--- config.mk ---
export PLATFORM = sky130hd
export DESIGN_NAME = gpio_port_regs
export DESIGN_NICKNAME = d
export VERILOG_FILES = /design/src/rtl/gpb_pkg.sv /design/src/rtl/gpb_decode.sv /design/src/rtl/gpb_sync.sv /design/src/rtl/gpb_outreg.sv /design/src/rtl/gpio_port_regs.sv
export SDC_FILE = /design/constraint.sdc
export NUM_CORES = 1
export LEC_CHECK = 0
export BUFFER_PORTS_ARGS = -buffer_cell sky130_fd_sc_hd__buf_4
export CAP_MARGIN = 20
export CORE_MARGIN = 5
export CORE_UTILIZATION = 35
export DETAILED_ROUTE_END_ITERATION = 7
export GPL_ROUTABILITY_DRIVEN = 0
export GPL_TIMING_DRIVEN = 0
export PLACE_DENSITY_LB_ADDON = 0.2
export RECOVER_POWER = 25
export SYNTH_ARGS = -nofsm -noshare
export SYNTH_HDL_FRONTEND = slang
export SYNTH_SLANG_ARGS = --single-unit
export TNS_END_PERCENT = 100
--- constraint.sdc ---
create_clock -name clk -period 2.8 [get_ports clk]
set_clock_uncertainty 0.15 [all_clocks]
set_input_delay 0.56 -clock clk [delete_from_list [all_inputs] [get_ports clk]]
set_output_delay 0.56 -clock clk [all_outputs]
set_load 0.01 [all_outputs]
--- src/rtl/gpb_pkg.sv ---
package gpb_pkg;

   // Register byte offsets; software depends on these values.
   localparam int unsigned OFS_REV = 'h000;
   localparam int unsigned OFS_DIR = 'h134;
   localparam int unsigned OFS_IN  = 'h138;
   localparam int unsigned OFS_OUT = 'h13C;
   localparam int unsigned OFS_CLR = 'h190;
   localparam int unsigned OFS_SET = 'h194;

   // Highest offset used, to size the address bus check.
   localparam int unsigned OFS_MAX = OFS_SET;

   typedef enum logic [2:0] {
      RSEL_NONE,
      RSEL_REV,
      RSEL_DIR,
      RSEL_IN,
      RSEL_OUT,
      RSEL_CLR,
      RSEL_SET
   } rsel_e;

   // Latch update request decoded from one bus write.
   typedef struct packed {
      logic load;
      logic set;
      logic clr;
   } latch_op_t;

endpackage

--- src/rtl/gpb_decode.sv ---
module gpb_decode
   import gpb_pkg::*;
#(
   parameter int ADDR_W = 12
) (
   input  logic [ADDR_W-1:0] addr,
   output rsel_e             sel
);

   generate
      if (ADDR_W < 9 || ADDR_W > 32) begin : g_bad_addr
         $error("gpb_decode: ADDR_W must hold offset 0x%0h and be at most 32", OFS_MAX);
      end
   endgenerate

   always_comb begin
      sel = RSEL_NONE;
      if      (addr == ADDR_W'(OFS_REV)) sel = RSEL_REV;
      else if (addr == ADDR_W'(OFS_DIR)) sel = RSEL_DIR;
      else if (addr == ADDR_W'(OFS_IN))  sel = RSEL_IN;
      else if (addr == ADDR_W'(OFS_OUT)) sel = RSEL_OUT;
      else if (addr == ADDR_W'(OFS_CLR)) sel = RSEL_CLR;
      else if (addr == ADDR_W'(OFS_SET)) sel = RSEL_SET;
   end

endmodule

--- src/rtl/gpb_sync.sv ---
module gpb_sync #(
   parameter int WIDTH  = 32,
   parameter int STAGES = 2
) (
   input  logic             clk,
   input  logic             rst_n,
   input  logic [WIDTH-1:0] din,
   output logic [WIDTH-1:0] dout
);

   generate
      if (STAGES < 2) begin : g_bad_stages
         $error("gpb_sync: STAGES must be at least 2");
      end
      if (WIDTH < 1) begin : g_bad_width
         $error("gpb_sync: WIDTH must be positive");
      end
   endgenerate

   logic [WIDTH-1:0] stg [STAGES];

   always_ff @(posedge clk or negedge rst_n) begin
      if (!rst_n) stg[0] <= '0;
      else        stg[0] <= din;
   end

   generate
      for (genvar s = 1; s < STAGES; s++) begin : g_stage
         always_ff @(posedge clk or negedge rst_n) begin
            if (!rst_n) stg[s] <= '0;
            else        stg[s] <= stg[s-1];
         end
      end
   endgenerate

   assign dout = stg[STAGES-1];

endmodule

--- src/rtl/gpb_outreg.sv ---
module gpb_outreg
   import gpb_pkg::*;
#(
   parameter int WIDTH = 32
) (
   input  logic             clk,
   input  logic             rst_n,
   input  latch_op_t        op,
   input  logic [WIDTH-1:0] wdata,
   output logic [WIDTH-1:0] q
);

   logic [WIDTH-1:0] nxt;

   always_comb begin
      nxt = q;
      if (op.load) nxt = wdata;
      if (op.set)  nxt = nxt | wdata;
      if (op.clr)  nxt = nxt & ~wdata;
   end

   always_ff @(posedge clk or negedge rst_n) begin
      if (!rst_n) q <= '0;
      else        q <= nxt;
   end

   // bits written as one through the set alias end up high
   p_set_bits_r4: assert property (@(posedge clk) disable iff (!rst_n)
      (op.set && !op.clr && !op.load) |=> ((q & $past(wdata)) == $past(wdata)));

   // bits written as zero through the set alias keep their value
   p_set_keep_r4: assert property (@(posedge clk) disable iff (!rst_n)
      (op.set && !op.clr && !op.load) |=> ((q & ~$past(wdata)) == ($past(q) & ~$past(wdata))));

   // bits written as one through the clear alias end up low
   p_clr_bits_r5: assert property (@(posedge clk) disable iff (!rst_n)
      (op.clr && !op.set && !op.load) |=> ((q & $past(wdata)) == '0));

   // bits written as zero through the clear alias keep their value
   p_clr_keep_r5: assert property (@(posedge clk) disable iff (!rst_n)
      (op.clr && !op.set && !op.load) |=> ((q | $past(wdata)) == ($past(q) | $past(wdata))));

   // with no update request the latch holds
   p_latch_hold_r3: assert property (@(posedge clk) disable iff (!rst_n)
      (!op.load && !op.set && !op.clr) |=> $stable(q));

   // a full write replaces the latch
   p_latch_load_r3: assert property (@(posedge clk) disable iff (!rst_n)
      (op.load && !op.set && !op.clr) |=> (q == $past(wdata)));

endmodule

--- src/rtl/gpio_port_regs.sv ---
module gpio_port_regs
   import gpb_pkg::*;
#(
   parameter int          NPINS       = 32,
   parameter int          DATA_W      = 32,
   parameter int          ADDR_W      = 12,
   parameter int          SYNC_STAGES = 2,
   parameter logic [31:0] REV_VALUE   = 32'h5060_0801
) (
   input  logic              clk,
   input  logic              rst_n,
   input  logic [ADDR_W-1:0] bus_addr,
   input  logic              bus_wr,
   input  logic              bus_rd,
   input  logic [DATA_W-1:0] bus_wdata,
   output logic [DATA_W-1:0] bus_rdata,
   input  logic [NPINS-1:0]  pad_in,
   output logic [NPINS-1:0]  pad_out,
   output logic [NPINS-1:0]  pad_drive_en
);

   localparam logic [NPINS-1:0] DIR_RESET = {NPINS{1'b1}};

   generate
      if (NPINS < 1 || NPINS > DATA_W) begin : g_bad_pins
         $error("gpio_port_regs: NPINS must be between 1 and DATA_W");
      end
      if (DATA_W != 32) begin : g_bad_data
         $error("gpio_port_regs: DATA_W must be 32");
      end
   endgenerate

   rsel_e            sel;
   latch_op_t        lop;
   logic [NPINS-1:0] wpins;
   logic [NPINS-1:0] dir_q;
   logic [NPINS-1:0] out_q;
   logic [NPINS-1:0] in_sync;
   logic [DATA_W-1:0] rd_mux;

   assign wpins = bus_wdata[NPINS-1:0];

   gpb_decode #(.ADDR_W(ADDR_W)) u_dec (
      .addr (bus_addr),
      .sel  (sel)
   );

   gpb_sync #(.WIDTH(NPINS), .STAGES(SYNC_STAGES)) u_sync (
      .clk   (clk),
      .rst_n (rst_n),
      .din   (pad_in),
      .dout  (in_sync)
   );

   always_comb begin
      lop.load = bus_wr && (sel == RSEL_OUT);
      lop.set  = bus_wr && (sel == RSEL_SET);
      lop.clr  = bus_wr && (sel == RSEL_CLR);
   end

   gpb_outreg #(.WIDTH(NPINS)) u_out (
      .clk   (clk),
      .rst_n (rst_n),
      .op    (lop),
      .wdata (wpins),
      .q     (out_q)
   );

   always_ff @(posedge clk or negedge rst_n) begin
      if (!rst_n)                             dir_q <= DIR_RESET;
      else if (bus_wr && (sel == RSEL_DIR))   dir_q <= wpins;
   end

   always_comb begin
      rd_mux = '0;
      unique case (sel)
         RSEL_REV: rd_mux = DATA_W'(REV_VALUE);
         RSEL_DIR: rd_mux = DATA_W'(dir_q);
         RSEL_IN:  rd_mux = DATA_W'(in_sync);
         RSEL_OUT: rd_mux = DATA_W'(out_q);
         RSEL_CLR, RSEL_SET, RSEL_NONE: rd_mux = '0;
         default:  rd_mux = '0;
      endcase
   end

   always_ff @(posedge clk or negedge rst_n) begin
      if (!rst_n)      bus_rdata <= '0;
      else if (bus_rd) bus_rdata <= rd_mux;
   end

   assign pad_out      = out_q;
   assign pad_drive_en = ~dir_q;

   // a direction write shows at the driver enables on the next cycle
   p_dir_drive_r2: assert property (@(posedge clk) disable iff (!rst_n)
      (bus_wr && bus_addr == ADDR_W'(OFS_DIR)) |=> (pad_drive_en == ~$past(wpins)));

   // the revision word reads as its constant
   p_rev_read_r7: assert property (@(posedge clk) disable iff (!rst_n)
      (bus_rd && bus_addr == ADDR_W'(OFS_REV)) |=> (bus_rdata == DATA_W'(REV_VALUE)));

   // aliases read as zero
   p_alias_zero_r8: assert property (@(posedge clk) disable iff (!rst_n)
      (bus_rd && (bus_addr == ADDR_W'(OFS_SET) || bus_addr == ADDR_W'(OFS_CLR)))
      |=> (bus_rdata == '0));

   // a write outside the direction offset leaves the direction alone
   p_dir_keep_r8: assert property (@(posedge clk) disable iff (!rst_n)
      (!(bus_wr && bus_addr == ADDR_W'(OFS_DIR))) |=> $stable(pad_drive_en));

   // read data holds when no read is issued
   p_rdata_hold_r9: assert property (@(posedge clk) disable iff (!rst_n)
      (!bus_rd) |=> $stable(bus_rdata));

   // the pads follow the latch read back through the bus
   p_pad_latch_r10: assert property (@(posedge clk) disable iff (!rst_n)
      (bus_rd && bus_addr == ADDR_W'(OFS_OUT) && !bus_wr) |=> (bus_rdata == DATA_W'(pad_out)));

endmodule

======== Word level (Yosys, flattened, before mapping) ========
Index checks and enable logic that the tools add are counted.
operators by class
  equal/unequal tests ..................... 11
  muxes and demuxes ....................... 10
  bitwise operators ....................... 4
  reduce and logical (&&, ||, !) cells .... 5
operator list
  operator                                               number
  one-hot mux 32 bit (4 select lines)                    1
  two-way mux 32 bit                                     3
  inverter 32 bit                                        2
  equality test 12 x 9 -> 1 bit (second input constant)  5
  bitwise AND 32 bit                                     1
  bitwise OR 32 bit                                      1
  two-way mux 3 bit                                      6
  logical NOT 12 bit                                     1
  equality test 3 bit (second input constant)            3
  equality test 3 x 2 -> 1 bit (second input constant)   2
  logical AND 1 bit                                      4
  equality test 3 x 1 -> 1 bit (second input constant)   1
storage, ports and cells
  register bits ........................... 160
  bits of input ports ..................... 80
  output and inout bits ................... 96
  word-level logic and storage cells ...... 35

======== Longest topological paths before layout ========
Gate-level depths: netlist (run 1).
  word-level depth ........................ 14
  gate-level depth with buffers ........... 6
  depth with buffers taken out ............ 4

======== Hierarchy ========
From an unflattened synthesis (run 1), not the netlist that was laid out.
second synthesis, totals
  cells, all modules ...................... 588
  area total of the unflattened synthesis .. 7,195.7 sq um
by module, submodules not included
  module          instances  cells each  area an instance (sq um)  sequential area each (sq um)
  gpio_port_regs  1          301         3,503.4                   1,641.6
  gpb_sync        1          96          1,841.8                   1,601.5
  gpb_outreg      1          173         1,731.7                   800.8
  gpb_decode      1          18          118.9                     0.0

======== Worst setup path after synthesis (run 1) ========
OpenSTA, ideal clock, no wires.
  path type ............................... input -> register
  start ................................... input port bus_addr[11]
  end ..................................... register dir_q[28]
  library setup time ...................... 0.085 ns
  arrival ................................. 2.383 ns
  data required time ...................... 2.565 ns
  slack ................................... 0.182 ns
  stages .................................. 6
  buffers on the path ..................... 2
  cells stage by stage .................... or4_1 or3_1 buf_2 nor3_4 buf_6 mux2_1
between the ends
  cells in the longest elaborated chain, start to end .. 9
  elaborated cells between the ends (all ways) .. 14
  classes of those cells .................. 6 x eq/ne; 6 x mux; 2 x reduce/logical
ends and longest elaborated chain
  what                            RTL line              source
  from (decl)                     gpio_port_regs.sv:12  input logic [ADDR_W-1:0] bus_addr,
  equality test 12 x 9 -> 1 bit   gpb_decode.sv:23      else if (addr == ADDR_W'(OFS_SET)) sel = RSEL_SET;
  two-way mux 3 bit               gpb_decode.sv:23
  two-way mux 3 bit               gpb_decode.sv:22      else if (addr == ADDR_W'(OFS_CLR)) sel = RSEL_CLR;
  two-way mux 3 bit               gpb_decode.sv:21      else if (addr == ADDR_W'(OFS_OUT)) sel = RSEL_OUT;
  two-way mux 3 bit               gpb_decode.sv:20      else if (addr == ADDR_W'(OFS_IN)) sel = RSEL_IN;
  two-way mux 3 bit               gpb_decode.sv:19      else if (addr == ADDR_W'(OFS_DIR)) sel = RSEL_DIR;
  two-way mux 3 bit *             gpb_decode.sv:18      if (addr == ADDR_W'(OFS_REV)) sel = RSEL_REV;
  equality test 3 x 2 -> 1 bit *  gpio_port_regs.sv:71  else if (bus_wr && (sel == RSEL_DIR)) dir_q <= wpins;
  logical AND 1 bit *             gpio_port_regs.sv:71
  to (signal assigned)            gpio_port_regs.sv:71
  to (decl)                       gpio_port_regs.sv:36  logic [NPINS-1:0] dir_q;
Every way passes the cells marked *; elsewhere a longest branch is shown, timed or not.
A chain may end at the register's enable or synchronous reset.

======== Worst setup path after layout (run 1) ========
  start ................................... input port bus_addr[3]
  end ..................................... register bus_rdata[13]
between the ends
  cells in the longest elaborated chain, start to end .. 9
  elaborated cells between the ends (all ways) .. 17
  classes of those cells .................. 9 x eq/ne; 7 x mux; 1 x reduce/logical
ends and longest elaborated chain
  what                                               RTL line              source
  equality test 12 x 9 -> 1 bit                      gpb_decode.sv:23
  two-way mux 3 bit                                  gpb_decode.sv:23
  two-way mux 3 bit                                  gpb_decode.sv:22
  two-way mux 3 bit                                  gpb_decode.sv:21
  two-way mux 3 bit                                  gpb_decode.sv:20
  two-way mux 3 bit                                  gpb_decode.sv:19
  two-way mux 3 bit *                                gpb_decode.sv:18
  equality test 3 bit, or another cell as far along  gpio_port_regs.sv:76  unique case (sel)
  one-hot mux 32 bit (4 select lines) *              gpio_port_regs.sv:76
  to (signal assigned)                               gpio_port_regs.sv:88  else if (bus_rd) bus_rdata <= rd_mux;
  to (decl)                                          gpio_port_regs.sv:16  output logic [DATA_W-1:0] bus_rdata,
Marked as above.

==> flow_metrics.env, run 1 <==
export IMPL_utilization=0.482
export IMPL_io_buffers=175
export IMPL_arrival_ns=2.91
export IMPL_tightest_slew_ns=0.981
export IMPL_nets=782
export IMPL_cp_max_fo=10
export IMPL_dp_hpwl_mm=14.1
export IMPL_critPathMaxStageDelay_ns=0.62
export IMPL_routed_wl_mm=20.0
export IMPL_grt_usage=0.190
export IMPL_grt_ovfl_total=0
export IMPL_avgSynthCellArea_um2=12.6
export IMPL_period_needed_ns=2.72
export IMPL_maxSlewHeadroom=0.344
export IMPL_cp_cell_sequence="buf_4, buf_1, nor4bb_1, clkbuf_1, clkbuf_1, a222oi_1, o2bb2ai_1"
export IMPL_area_growth_pct=35.8
export IMPL_end_kind="register"
export IMPL_path_delay_family="buffers and inverters"
export IMPL_setup_viol=0
export IMPL_clk_latency_ns=0.42
export IMPL_core_mm2=0.0180
export IMPL_grt_antenna_before_repair=1
export IMPL_irDropWorstVdd_mv=0.396
export IMPL_dpl_cell_area_mm2=0.00802
export IMPL_crit_buf_inv=4
export IMPL_slew_viol_final=0
export IMPL_cts_sinks=160
export IMPL_drive_gt1_frac=0.362
export IMPL_vias_per_cell=5.46
export IMPL_hold_violations=0
export IMPL_crit_required_ns=2.99
export IMPL_post_place_ws_ns=-0.452
export IMPL_power_mw=5.11
export IMPL_ys_types=43
export IMPL_initial_core_util=0.355
export IMPL_ioPinCount=176
export IMPL_synthTopCellsByCount="dfrtp_1 (128), a31oi_1 (50), inv_1 (40)"
export IMPL_dieArea_mm2=0.0210
export IMPL_stdcell_area_mm2=0.00866
export IMPL_synth_edf_count=0
export IMPL_cts_clk_slew_worst_paths_ns=0.06
export IMPL_ys_top_cells_by_area="dfrtp_1 (50%), dfstp_2 (13%), a31oi_1 (4.9%)"
export IMPL_clockRootBuffer="clkbuf_16"
export IMPL_dp_cells=913
export IMPL_drtIter0Drc=523
export IMPL_num_vias=5158
export IMPL_synth_warning_count=0
export IMPL_dieWidth_um=145
export IMPL_fillers=1569
export IMPL_fp_row_count=49
export IMPL_cpMostUsedCell="clkbuf_1"
export IMPL_ys_ff_latch=160
export IMPL_ant_nets=0
export IMPL_critPathLaunch="bus_addr[3]"
export IMPL_synthArstFlopShare=1.00
export IMPL_drt_pass1_iter_count=6
export IMPL_synth_top_flop_cell="dfrtp_1"
export IMPL_numCtsBuffers=17
export IMPL_chipHeight_um=145
export IMPL_routedWlPerCell_um=21.1
export IMPL_path_class="in -> reg"
export IMPL_grt_pass1_vias=5537
export IMPL_cts_max_level=4
export IMPL_rsz0062_at_grt="no"
export IMPL_n_antenna_cell=0
export IMPL_fin_cells=944
export IMPL_max_freq_mhz=368
export IMPL_synth_area_mm2=0.00638
export IMPL_r2r_start="u_out.q[11]"
export IMPL_syn_inst=506
export IMPL_min_period_over_period=0.970
export IMPL_synth_most_common_cell="dfrtp_1"
export IMPL_p_per_area_mw_per_mm2=590
export IMPL_crit_slowest_cell="clkbuf_1"
export IMPL_worstSetupStartpointType="input port"
export IMPL_grt_max_degree=94
export IMPL_synthesis_nets=586
export IMPL_grt_pass1_wl_mm=31.8
export IMPL_status="finished, final reports clean"
export IMPL_leakagePower_nw=3.91
export IMPL_synth_top_area_frac=0.502
export IMPL_drv_cap=0
export IMPL_cts_buffer_depth=2
export IMPL_fin_ws_ns=0.0840
export IMPL_drc=0
export IMPL_yosysSeqAreaShare=0.634
export IMPL_hold_path_class="in -> reg"
export IMPL_synth_top_area_cell="dfrtp_1"
export IMPL_holdCritStartpoint="pad_in[14]"
export IMPL_cts_tree="built"
## what timing repair did
action | CTS | global route
gates resized for setup | 1 | 4
hold buffers | 1 | 0
hold endpoints to repair | 1 | 0
buffers inserted | 0 | 0
setup endpoints to repair | 1 | 49
## registers in the layout, indices dropped and copies added, names as in the netlist
register,count
u_sync.dout,32
u_out.q,32
u_sync.stg,32
bus_rdata,32
dir_q,32
## worst register-to-register path, delay by kind of cell, from the launching register on
kind,cells,cell delay [ns]
DFF,1,0.43
AOI/OAI and AO/OA,2,0.34
and+or+nand+nor,1,0.06
muxes,1,0.33
## layout make-up
type                            count  area, um^2  share of cell area
Timing Repair Buffer              179        1360               0.157
Tap cell                          229         287              0.0331
Buffer                             33         151              0.0175
Sequential cell                   160        4040               0.467
Clock buffer                       21         470              0.0543
Clock inverter                     11         151              0.0175
Multi-Input combinational cell    269        2040               0.235
Inverter                           42         158              0.0182
## path summary, 6_finish.rpt
kind,endpoint,depth (start not counted),slack [ns]
min,u_sync.stg[46],1,0.11
max reg2reg,bus_rdata[11],4,1.38
min reg2reg,u_sync.dout[17],0,0.19
min in group asynchronous,bus_rdata[16],2,0.55
max in group asynchronous,dir_q[29],3,1.03
max,bus_rdata[13],7,0.08
## stage by stage
step	setup TNS [ns]	hold slack, ns
after floorplan	0	0.114
after global placement	-23.34	0.182
after detailed placement	-21.11	0.185
after CTS	0	0.0701
after global routing	0	0.0880
final	0	0.114
## report_power, final
part           switching, mW  internal [mW]
Combinational          0.173          0.123
Sequential            0.0219           2.37
Clock                  0.938           1.48
## cells by family (layout without fill, tap and decap cells)
logic type	Yosys count	in the layout	share of synthesized area
muxes	37	37	0.0640
buffers and inverters	77	286	0.0494
AOI/OAI and AO/OA	142	142	0.173
and+or+nand+nor	90	90	0.0797
DFF	160	160	0.634
## layout by cell type, fill, tap and decap left out, types with 2 or more instances in the layout
cell       Yosys  final
a211oi_1       7      7
a21oi_1       12     12
a222oi_1      27     27
a22o_1         5      5
a31oi_1       50     50
buf_2          3      3
buf_4          0    144
buf_6          3      4
bufinv_16      0      3
clkbuf_1      28     28
clkbuf_16      0     17
clkbuf_4       0     30
clkbuf_8       0      3
clkinv_1       2      2
clkinv_2       0      2
clkinv_4       0      3
dfrtp_1      128    128
dfstp_2       32     32
inv_1         40     40
inv_6          0      2
mux2_1        23     23
mux2_2         7      7
mux2i_1        7      7
nand2_1       26     26
nand2b_1       2      2
nor2_1        11     11
nor3_1         2      2
nor4_1        10      9
o2bb2ai_1     26     26
o41ai_1        7      7
or3_1         27     27
## metal layers
layer,vias up,global-route usage,part of all wire
met2,211,0.298,0.49
li1,2308,-,-
met4,2,0.0692,0.025
met5,-,0,0.00095
met1,2595,0.252,0.43
met3,42,0.0543,0.064
Power figures use the tool's default switching activity.
==> run 2: changes to the inputs <==
--- a/config.mk
+++ b/config.mk
@@ -13,4 +13,5 @@
 export GPL_ROUTABILITY_DRIVEN = 0
 export GPL_TIMING_DRIVEN = 0
+export MAX_ROUTING_LAYER = met4
 export PLACE_DENSITY_LB_ADDON = 0.2
 export RECOVER_POWER = 25
@@ -18,3 +19,2 @@
 export SYNTH_HDL_FRONTEND = slang
 export SYNTH_SLANG_ARGS = --single-unit
-export TNS_END_PERCENT = 100
==> constraint.sdc (replaced) <==
create_clock -name clk -period 2.8 [get_ports clk]
set_clock_uncertainty 0.15 [all_clocks]
set_input_delay 0.28 -clock clk [delete_from_list [all_inputs] [get_ports clk]]
set_output_delay 0.28 -clock clk [all_outputs]
set_load 0.01 [all_outputs]
==> flow_metrics.env, run 2 (same netlist as run 1, synthesis figures left out) <==
export IMPL_max_freq_mhz=396
export IMPL_multi_input_area_mm2=0.00202
export IMPL_fp_row_count=49
export IMPL_cts_sinks=160
export IMPL_stdcell_area_mm2=0.00929
export IMPL_hold_violations=0
export IMPL_setup_viol=0
export IMPL_dp_hpwl_mm=14.1
export IMPL_layout_commonest_cell="buf_4"
export IMPL_swShare=0.222
export IMPL_seqCellArea_mm2=0.00404
export IMPL_fillers=1513
export IMPL_crit_cells=7
export IMPL_cp_max_fo=10
export IMPL_tightest_slew_ns=1.75
export IMPL_drive_gt1_frac=0.328
export IMPL_cts_tree="built"
export IMPL_dp_cells=913
export IMPL_area_growth_pct=45.6
export IMPL_irDropWorstVdd_mv=0.418
export IMPL_grt_ovfl_total=0
export IMPL_arrival_ns=2.70
export IMPL_dieArea_mm2=0.0210
export IMPL_path_class="in -> reg"
export IMPL_status="complete, but fails checks"
export IMPL_drt_pass1_iter_count=6
export IMPL_min_period_over_period=0.903
export IMPL_grt_usage=0.199
export IMPL_power_mw=5.18
export IMPL_crit_buf_inv=4
export IMPL_grt_pass1_vias=5763
export IMPL_chipHeight_um=145
export IMPL_violations="max-capacitance violations, max-slew violations"
export IMPL_mostFrequentLayoutCells="buf_4 (144), dfrtp_1 (128), dlygate4sd3_1 (65), a31oi_1 (50), inv_1 (40)"
export IMPL_grt_antenna_before_repair=0
export IMPL_p_per_area_mw_per_mm2=558
export IMPL_critPathMaxStageDelay_ns=0.81
export IMPL_numCtsBuffers=17
export IMPL_path_delay_family="buffers and inverters"
export IMPL_cts_max_level=4
export IMPL_drv_cap=1
export IMPL_crit_required_ns=2.98
export IMPL_ant_nets=0
export IMPL_power_switching_mw=1.15
export IMPL_drc=0
export IMPL_core_mm2=0.0180
export IMPL_maxSlewHeadroom=-0.167
export IMPL_clock_power_share=0.467
export IMPL_post_place_ws_ns=-0.172
export IMPL_drtIter0Drc=560
export IMPL_dieWidth_um=145
export IMPL_num_vias=5380
export IMPL_slew_viol_final=68
export IMPL_pwr_share_comb=0.070
export IMPL_nets=848
export IMPL_routed_wl_mm=20.2
export IMPL_cts_buffer_depth=2
export IMPL_p_int_mw=4.04
export IMPL_ioPinCount=176
export IMPL_leakagePower_nw=4.17
export IMPL_whs_path_depth=3
export IMPL_period_needed_ns=2.53
export IMPL_p_seq_frac=0.462
export IMPL_hold_path_class="in -> reg"
export IMPL_vias_per_cell=5.32
export IMPL_dpl_cell_area_mm2=0.00802
export IMPL_initial_core_util=0.355
export IMPL_cp_cell_sequence="buf_4, buf_1, inv_1, a311oi_1, clkbuf_1, a21oi_1, a211oi_1"
export IMPL_fin_cells=1011
export IMPL_rsz0062_at_grt="no"
export IMPL_clockRootBuffer="clkbuf_16"
export IMPL_cts_clk_slew_worst_paths_ns=0.06
export IMPL_routedWlPerCell_um=20.0
export IMPL_io_buffers=175
export IMPL_crit_slowest_cell="a311oi_1"
export IMPL_worstSetupStartpointType="input port"
export IMPL_grt_max_degree=94
export IMPL_clk_latency_ns=0.42
export IMPL_reg2reg_depth=4
export IMPL_fin_ws_ns=0.272
export IMPL_end_kind="register"
export IMPL_grt_pass1_wl_mm=32.6
run 2: cell count changes in the layout (fill, tap and decap cells not counted), sizes merged:
cell / delta
buf: -1
dlygate4sd3: +64
diode: +1
clkbuf: +3
run 2: repair_timing:
action,in CTS,in global routing
hold endpoints to repair,144,1
gates resized for setup,0,0
hold buffers,64,1
buffers inserted,0,0
run 2: path summary, 6_finish.rpt:
| check | start | end | slack [ns] |
|---|---|---|---|
| setup / recovery | bus_addr[3] | u_out.q[9] | 0.27 |
| hold / removal | bus_wdata[12] | dir_q[12] | 0.01 |
| setup reg to reg | u_out.q[11] | bus_rdata[11] | 1.37 |
| hold reg to reg | u_sync.stg[49] | u_sync.dout[17] | 0.19 |
| max in group asynchronous | rst_n | dir_q[30] | 0.56 |
| min in group asynchronous | rst_n | bus_rdata[16] | 0.71 |
run 2: power groups by stage:
stage	clock, mW	sequential, mW	combinational [mW]
floorplan	0	2.44	0.0794
global placement	0	2.44	0.283
detailed placement	0	2.44	0.299
CTS	2.47	2.40	0.373
global route	2.57	2.40	0.402
finish	2.42	2.40	0.365
run 2: layer usage:
layer | wire length (um) | vias to the layer above | track usage
met4 | 433 | 0 | 0.0692
met5 | 0 | - | -
met2 | 9930 | 221 | 0.309
met1 | 8690 | 2672 | 0.257
li1 | - | 2446 | -
met3 | 1180 | 41 | 0.0477
run 2: worst reg2reg max path, stage by stage (launching register included):
cell,delay (ns)
dfrtp_1,0.44
mux2_2,0.33
a22o_1,0.19
a21oi_1,0.15
nor2_1,0.06
run 2: through the flow:
stage | TNS (ns) | hold slack (ns) | utilization
3_5_place_dp | -2.19 | 0.170 | 0.447
3_3_place_gp | -5.21 | 0.182 | 0.444
4_1_cts | 0 | 0.00200 | 0.517
2_1_floorplan | 0 | -0.166 | -
6_report | 0 | 0.0144 | 0.517
5_1_grt | 0 | 0.0213 | 0.517
run 2: final cells by class:
cell class / instances / share of cell area
antenna: 1 / 0.000270
buffer: 35 / 0.0170
clock buffer: 21 / 0.0507
clock inverter: 11 / 0.0163
inverter: 42 / 0.0170
multi-input combinational: 269 / 0.217
sequential: 160 / 0.436
tap: 229 / 0.0309
timing repair buffer: 243 / 0.215
==> run 3: changes to the inputs <==
- CORE_UTILIZATION: 35 -> 56
==> flow_metrics.env, run 3 (same netlist as run 1, synthesis figures left out) <==
export IMPL_status="complete, but fails checks"
export IMPL_violations="max-capacitance violations, max-slew violations"
export IMPL_tightest_slew_ns=2.03
export IMPL_use_met2=0.487
export IMPL_grt_ovfl_total=0
export IMPL_post_place_ws_ns=-0.184
export IMPL_initial_core_util=0.566
export IMPL_holdCritStartpoint="bus_wdata[15]"
export IMPL_crit_required_ns=2.97
export IMPL_grt_antenna_before_repair=0
export IMPL_routed_wl_mm=20.2
export IMPL_period_needed_ns=2.62
export IMPL_cts_sinks=160
export IMPL_clockRootBuffer="clkbuf_16"
export IMPL_arrival_ns=2.80
export IMPL_drive_gt1_frac=0.329
export IMPL_max_freq_mhz=381
export IMPL_hold_violations=0
export IMPL_nets=846
export IMPL_cts_tree="built"
export IMPL_p_per_area_mw_per_mm2=565
export IMPL_cts_max_level=4
export IMPL_slew_viol_final=91
export IMPL_multi_input_area_mm2=0.00202
export IMPL_drc=0
export IMPL_rsz0062_at_grt="no"
export IMPL_rrSetupSlack_ns=1.38
export IMPL_drt_pass1_iter_count=6
export IMPL_hold_path_class="in -> reg"
export IMPL_cts_resized=0
export IMPL_numCtsBuffers=17
export IMPL_dp_hpwl_mm=13.1
export IMPL_drtIter0Drc=773
export IMPL_reg2reg_depth=4
export IMPL_min_period_over_period=0.937
export IMPL_ant_nets=0
export IMPL_stdcell_area_mm2=0.00915
export IMPL_area_growth_pct=43.5
export IMPL_holdPathEnd="dir_q[15]"
export IMPL_r2r_start="u_out.q[11]"
export IMPL_met1_usage=0.387
export IMPL_layout_commonest_cell="buf_4"
export IMPL_seqCellArea_mm2=0.00404
export IMPL_io_buffers=175
export IMPL_routedWlPerCell_um=21.9
export IMPL_dpl_cell_area_mm2=0.00790
export IMPL_grt_usage=0.317
export IMPL_vias_per_cell=6.12
export IMPL_path_class="in -> reg"
export IMPL_num_vias=5646
export IMPL_leakagePower_nw=4.15
export IMPL_drv_cap=1
export IMPL_clk_latency_ns=0.43
export IMPL_grt_pass1_wl_mm=31.4
export IMPL_setup_viol=0
export IMPL_worstSetupStartpointType="input port"
export IMPL_dieArea_mm2=0.0136
export IMPL_met3_usage=0.0772
export IMPL_utilization=0.812
export IMPL_grt_max_degree=92
export IMPL_cp_max_fo=10
export IMPL_mostFrequentLayoutCells="buf_4 (144), dfrtp_1 (128), dlygate4sd3_1 (63), a31oi_1 (50), inv_1 (40)"
export IMPL_grt_busiest_layer="met2"
export IMPL_fin_ws_ns=0.177
export IMPL_n_antenna_cell=0
export IMPL_fp_row_count=39
export IMPL_dieWidth_um=117
export IMPL_power_mw=5.17
export IMPL_maxSlewHeadroom=-0.352
export IMPL_end_kind="register"
export IMPL_holdWs_ns=0.0155
export IMPL_worst_r2r_endpoint="bus_rdata[11]"
export IMPL_ioPinCount=176
export IMPL_cts_buffer_depth=2
export IMPL_irDropWorstVdd_mv=0.602
export IMPL_chipHeight_um=117
export IMPL_fillers=630
export IMPL_grt_pass1_vias=5975
export IMPL_cts_clk_slew_worst_paths_ns=0.06
export IMPL_core_mm2=0.0113
export IMPL_whs_path_depth=3
run 3: cell types whose count changed in the layout (fill, tap and decap cells not counted):
cell	change
clkinvlp_4	+3
clkinv_2	-2
dlygate4sd3_1	-2
buf_2	+1
clkbuf_2	-1
clkbuf_4	+1
clkbuf_8	-1
clkinv_4	-1
diode_2	-1
run 3: timing repair:
| item | CTS | global route |
|---|---|---|
| hold buffers | 63 | 0 |
| setup buffers | 0 | 0 |
| hold endpoints to repair | 158 | 0 |
run 3: power breakdown:
| part | leakage [nW] | internal (mW) | switching (mW) |
|---|---|---|---|
| logic | 1.90 | 0.179 | 0.189 |
| registers | 1.96 | 2.38 | 0.0247 |
| clock network | 0.287 | 1.46 | 0.942 |
run 3: worst max-delay path by stage:
| stage | start | cells after the start | endpoint |
|---|---|---|---|
| finish | bus_addr[11] | 7 | bus_rdata[26] |
| global route | rst_n | 2 | bus_rdata[23] |
| CTS | bus_addr[3] | 6 | bus_rdata[16] |
| detailed placement | bus_addr[3] | 6 | bus_rdata[17] |
| global placement | bus_addr[3] | 6 | bus_rdata[16] |
| floorplan | bus_addr[11] | 6 | dir_q[28] |
run 3: routing by layer:
metal | share of wire | wire length (um)
met5 | 0 | 0
met4 | 0.039 | 790
met3 | 0.083 | 1670
met2 | 0.50 | 10100
met1 | 0.38 | 7650
run 3: area by class of cell:
cell class	count	share of cell area
repair buffers	241	0.216
clock inverters	11	0.0170
clock buffers	21	0.0503
well taps	143	0.0195
inverters	42	0.0172
multi-input cells	269	0.221
flip-flops and latches	160	0.442
plain buffers	35	0.0172
run 3: per-stage QoR:
stage / TNS [ns] / instances
2_1_floorplan: 0 / 506
3_3_place_gp: -0.595 / 824
3_5_place_dp: -2.58 / 825
4_1_cts: 0 / 920
5_1_grt: 0 / 922
6_report: 0 / 922
run 3: worst max-delay path: stages:
cell and delay [ns]:
buf_4 0.11, nor4_1 0.65, nand3_1 0.38, or3_1 0.41, clkbuf_1 0.26, clkbuf_1 0.36
o2bb2ai_1 0.33
